<file path="src/rtl/ud_counter_pkg.sv">
package ud_counter_pkg;
  typedef enum logic [2:0] {
    OP_HOLD,
    OP_INC,
    OP_DEC,
    OP_LOAD,
    OP_CLR
  } cnt_op_e;
endpackage

</file>
<file path="src/rtl/ud_sync.sv">
module ud_sync #(
  parameter int  STAGES  = 2,
  parameter logic RST_VAL = 1'b0
) (
  input  logic clk_i,
  input  logic rst_ni,
  input  logic d_i,
  output logic q_o
);
  logic [STAGES-1:0] pipe_q;

  always_ff @(posedge clk_i or negedge rst_ni) begin
    if (!rst_ni) pipe_q <= {STAGES{RST_VAL}};
    else         pipe_q <= {pipe_q[STAGES-2:0], d_i};
  end

  assign q_o = pipe_q[STAGES-1];
endmodule

</file>
<file path="src/rtl/ud_ctl.sv">
module ud_ctl
  import ud_counter_pkg::*;
(
  input  logic    clk_i,
  input  logic    rst_ni,
  input  logic    clr_s_i,
  input  logic    load_ns_i,
  input  logic    up_s_i,
  input  logic    dn_s_i,
  output cnt_op_e op_o
);
  logic up_prev_q, dn_prev_q;
  logic up_rise, dn_rise, inc, dec;

  // previous levels rest high so a line idling high gives no edge
  always_ff @(posedge clk_i or negedge rst_ni) begin
    if (!rst_ni) begin
      up_prev_q <= 1'b1;
      dn_prev_q <= 1'b1;
    end else begin
      up_prev_q <= up_s_i;
      dn_prev_q <= dn_s_i;
    end
  end

  assign up_rise = up_s_i & ~up_prev_q;
  assign dn_rise = dn_s_i & ~dn_prev_q;
  assign inc     = up_rise & dn_s_i;
  assign dec     = dn_rise & up_s_i;

  always_comb begin
    if (clr_s_i)         op_o = OP_CLR;
    else if (!load_ns_i) op_o = OP_LOAD;
    else if (inc && !dec) op_o = OP_INC;
    else if (dec && !inc) op_o = OP_DEC;
    else                 op_o = OP_HOLD;
  end
endmodule

</file>
<file path="src/rtl/ud_cnt_core.sv">
module ud_cnt_core
  import ud_counter_pkg::*;
#(
  parameter int W = 4
) (
  input  logic         clk_i,
  input  logic         rst_ni,
  input  cnt_op_e      op_i,
  input  logic [W-1:0] data_i,
  input  logic         up_s_i,
  input  logic         dn_s_i,
  output logic [W-1:0] cnt_o,
  output logic         carry_no,
  output logic         borrow_no
);
  localparam logic [W-1:0] CNT_MAX = {W{1'b1}};
  localparam logic [W-1:0] CNT_MIN = '0;
  localparam logic [W-1:0] ONE     = W'(1);

  logic [W-1:0] cnt_q, cnt_d;
  logic         carry_q, borrow_q;

  always_comb begin
    unique case (op_i)
      OP_CLR:  cnt_d = CNT_MIN;
      OP_LOAD: cnt_d = data_i;
      OP_INC:  cnt_d = cnt_q + ONE;
      OP_DEC:  cnt_d = cnt_q - ONE;
      default: cnt_d = cnt_q;
    endcase
  end

  // ripple outputs registered from next state: glitch-free, aligned to count
  always_ff @(posedge clk_i or negedge rst_ni) begin
    if (!rst_ni) begin
      cnt_q    <= CNT_MIN;
      carry_q  <= 1'b1;
      borrow_q <= 1'b1;
    end else begin
      cnt_q    <= cnt_d;
      carry_q  <= !((cnt_d == CNT_MAX) && !up_s_i);
      borrow_q <= !((cnt_d == CNT_MIN) && !dn_s_i);
    end
  end

  assign cnt_o     = cnt_q;
  assign carry_no  = carry_q;
  assign borrow_no = borrow_q;
endmodule

</file>
<file path="src/rtl/ud_counter.sv">
module ud_counter
  import ud_counter_pkg::*;
#(
  parameter int W          = 4,
  parameter int SYNC_DEPTH = 2
) (
  input  logic         clk_i,
  input  logic         rst_ni,
  input  logic         clear_i,
  input  logic         load_ni,
  input  logic [W-1:0] data_i,
  input  logic         up_i,
  input  logic         dn_i,
  output logic [W-1:0] count_o,
  output logic         carry_no,
  output logic         borrow_no
);
  localparam int         N_CTL    = 4;
  // idle levels: clear low, load_n high, up high, down high
  localparam logic [N_CTL-1:0] CTL_IDLE = 4'b1110;

  logic [N_CTL-1:0] ctl_raw, ctl_s;
  logic             clr_s, load_ns, up_s, dn_s;
  cnt_op_e          op;

  assign ctl_raw = {dn_i, up_i, load_ni, clear_i};

  for (genvar i = 0; i < N_CTL; i++) begin : g_sync
    ud_sync #(.STAGES(SYNC_DEPTH), .RST_VAL(CTL_IDLE[i])) u_sync (
      .clk_i (clk_i),
      .rst_ni(rst_ni),
      .d_i   (ctl_raw[i]),
      .q_o   (ctl_s[i])
    );
  end

  assign clr_s   = ctl_s[0];
  assign load_ns = ctl_s[1];
  assign up_s    = ctl_s[2];
  assign dn_s    = ctl_s[3];

  ud_ctl u_ctl (
    .clk_i    (clk_i),
    .rst_ni   (rst_ni),
    .clr_s_i  (clr_s),
    .load_ns_i(load_ns),
    .up_s_i   (up_s),
    .dn_s_i   (dn_s),
    .op_o     (op)
  );

  ud_cnt_core #(.W(W)) u_core (
    .clk_i    (clk_i),
    .rst_ni   (rst_ni),
    .op_i     (op),
    .data_i   (data_i),
    .up_s_i   (up_s),
    .dn_s_i   (dn_s),
    .cnt_o    (count_o),
    .carry_no (carry_no),
    .borrow_no(borrow_no)
  );
endmodule

</file>
<file path="config.mk">
export PLATFORM = sky130hd
export DESIGN_NAME = ud_counter
export DESIGN_NICKNAME = d
export VERILOG_FILES = /design/src/rtl/ud_counter_pkg.sv /design/src/rtl/ud_sync.sv /design/src/rtl/ud_ctl.sv /design/src/rtl/ud_cnt_core.sv /design/src/rtl/ud_counter.sv
export SDC_FILE = /design/constraint.sdc
export NUM_CORES = 1
export LEC_CHECK = 0
export BUFFER_PORTS_ARGS = -buffer_cell sky130_fd_sc_hd__buf_4
export CAP_MARGIN = 25
export CORE_AREA = 2 2 43 45
export DETAILED_ROUTE_END_ITERATION = 8
export DIE_AREA = 0 0 45 47
export PLACE_DENSITY_LB_ADDON = 0.12
export SYNTH_ARGS = -nofsm -noshare
export SYNTH_HDL_FRONTEND = slang
export SYNTH_SLANG_ARGS = --single-unit
</file>
<file path="constraint.sdc">
create_clock -name clk_i -period 7.45 [get_ports clk_i]
set_input_delay 1.1175 -clock clk_i [delete_from_list [all_inputs] [get_ports clk_i]]
set_output_delay 1.1175 -clock clk_i [all_outputs]
set_load 0.01 [all_outputs]
</file>
==> run summary <==
status: finished clean
DRT Pass-1 Iters: 4
clock latency on the worst-skew pair: 0.27 ns
Clk network pwr share: 27.3%
# setup viols final: 0
post-synthesis cell area: 715.7 um2
Reg power frac: 53.9%
crit start category: register
Max-Cap Viols: 0
vias in the first global route: 489
Worst Reg2Reg Path Length in Cells: 8
initial core utilization: 43.33%
starting DRC count in detailed routing: 3
most common cell after layout, fill and taps aside: buf_4
Worst EP required: 7.64 ns
unrepaired setup endpoints after global routing: false
Mapped Cells: 55
# port buffers: 15
Hold WC Path Type: reg -> reg
WP depth: 8
gr ovfl total: 0
Die H: 47 um
initial antenna violation count: 0
switching share of power: 25.03%
Die ar.: 2115 um2
fin crit period: 2.765 ns
slowest stage delay, CP: 0.63 ns
CTS Buffer Depth: 2
Post-CTS Resized: 0
Fin Hold WS: 0.3573 ns
final period utilization: 37.11%
TritonCTS Buffers: 3
Clock Sinks: 16
CTS tree: done
Synth Net Count: 68
Worst Path Buf+Inv: 0
final setup margin: 4.685 ns
Placement Setup Slack: 4.704 ns
internal power: 0.0001461 W
Cell Pwr Density: 221.2 nW/um2
Worst Path Max Fanout: 9
final net count: 87
Worst EP arrival: 2.95 ns
# IOs: 16
site row count: 15
wire per inst: 13.09 um
flops & latches, synth: 16
clk_skew: 0.001569 ns
crit path kind: reg -> reg
r2r endpoint: u_core.borrow_no
CTS Root Cell: clkbuf_4
maximum operating frequency: 0.3617 GHz
Detailed Place HPWL: 937.5 um
Setup crit start: g_sync[1].u_sync.pipe_q[1]
Slew headroom: 69.76%
R2R Path Start: g_sync[1].u_sync.pipe_q[1]
cells along the critical path: and4b_4, and3b_1, ha_1, a21o_1, a21oi_1, mux2i_1, a22oi_1, or4b_1
Lkg Pwr: 0.4234 nW
Util after Layout: 53.33%
Final Hold Vio Count: 0
total wire length: 1178 um
Vias per Instance: 5.378
worst slew pin tran: 0.4504 ns
Distinct cells, synth: 30
Clock transition at path regs: 0.08 ns
CP Capture Type: register
Setup Fix Bufs, Post-CTS: 0
Combinational Power Share: 18.9%
Crit-path slowest cell: dfstp_2
Die W: 45 um
sequential fraction of the synthesis area: 57.69%
# hold bufs at CTS: 0
fraction of layout cells with a size suffix above 1: 45.21%
Post-route DRC: 0
Area Overhead vs Synth: 23.08%
gr usage total: 14.03%
Final ANT Viol Nets: 0
CP delay by family, top: simple AND/OR/NAND/NOR gates
peak supply drop: 0.1248 mV
ant diodes: 0
Final Instance Area: 880.8 um2
Switch Pwr: 0.00004876 W
Post-Syn Area per Cell: 13.01 um2
placed inst area: 844.6 um2
CTS HTree Levels: 1
synth warn: 0
Placer Congestion: 0.7616
CP endpoint: u_core.borrow_no
Worst R2R Setup Slack: 4.68 ns
commonest non-fill, non-tap cells in the layout: buf_4 (15), dfstp_2 (10), dfrtp_1 (6)
pin count of the biggest net entering global routing: 17
setup TNS: 0 ns
Pins Over Slew Limit: 0
via count: 484
Core ar.: 1652 um2
first-pass GRT wire length: 2063 um
metrics by stage:
stage	total power, W	std cells
floorplan	0.0001253	55
global placement	0.0001433	86
detailed placement	0.0001434	86
CTS	0.0001985	90
global route	0.0002062	90
finish	0.0001948	90
synth_stat cells:
cell	number	area (um2)
a21o_1	2	15.01
a21oi_1	2	10.01
a22oi_1	1	7.510
a2bb2oi_1	1	8.760
a311oi_2	1	15.01
a32o_2	1	11.26
and3b_1	1	8.760
and4b_4	1	13.76
buf_2	1	5.000
dfrtp_1	6	150.1
dfstp_2	10	262.8
fa_1	1	20.02
ha_1	2	25.02
inv_1	2	7.510
mux2i_1	1	10.01
nand2_1	3	11.26
nand2b_1	1	6.260
nand3_1	2	10.01
nand3b_1	1	7.510
nand4_1	1	6.260
nand4bb_1	1	11.26
nor2_1	3	11.26
o2111ai_1	1	8.760
o211ai_2	1	12.51
o21ai_1	2	10.01
o21bai_1	1	7.510
or3_1	1	6.260
or4b_1	1	10.01
xnor2_1	1	8.760
xor2_1	2	17.52
worst min-delay path by stage:
stage,endpoint,startpoint,cells after the start
floorplan,g_sync[0].u_sync.pipe_q[1],g_sync[0].u_sync.pipe_q[0],0
global placement,g_sync[0].u_sync.pipe_q[1],g_sync[0].u_sync.pipe_q[0],0
detailed placement,g_sync[0].u_sync.pipe_q[1],g_sync[0].u_sync.pipe_q[0],0
CTS,g_sync[1].u_sync.pipe_q[1],g_sync[1].u_sync.pipe_q[0],0
global route,g_sync[3].u_sync.pipe_q[1],g_sync[3].u_sync.pipe_q[0],0
finish,g_sync[0].u_sync.pipe_q[1],g_sync[0].u_sync.pipe_q[0],0
per-layer routing:
metal	track usage (%)	vias to the layer above	wire length [um]
met5	0	-	0
met2	20.57	13	581
li1	-	241	-
met1	17.98	226	511
met4	14.12	0	28
met3	1.154	4	57
registers in the layout, indices dropped and copies added (netlist names):
name                  cells
u_core.carry_no           1
u_core.borrow_no          1
g_sync.u_sync.pipe_q      8
u_ctl.dn_prev_q           1
u_core.cnt_o              4
u_ctl.up_prev_q           1
power by group through the flow:
stage / logic, W / clock network (W) / registers [W]
floorplan: 0.0000186 / 0 / 0.000107
global placement: 0.0000370 / 0 / 0.000106
detailed placement: 0.0000372 / 0 / 0.000106
CTS: 0.0000375 / 0.0000563 / 0.000105
global route: 0.0000411 / 0.0000588 / 0.000106
finish: 0.0000368 / 0.0000531 / 0.000105
cell type report:
type	instances	area [um2]
clock buffer	4	36.28
fill	151	770.7
inverter	2	7.507
multi-input combinational	36	290.3
sequential	16	412.9
tap	17	21.27
timing repair buffer	15	112.6
cells by family (layout without fill, tap and decap cells):
group / count (synthesis) / after routing / synth area share (%)
AO/OA/AOI/OAI: 13 / 13 / 14.86
XOR/XNOR: 3 / 3 / 3.672
adder cells (fa/ha/maj): 3 / 3 / 6.293
buffers and inverters: 3 / 21 / 1.748
flip-flops: 16 / 16 / 57.69
multiplexers: 1 / 1 / 1.399
AND/OR/NAND/NOR: 16 / 16 / 14.34
Power figures use the tool's default switching activity.
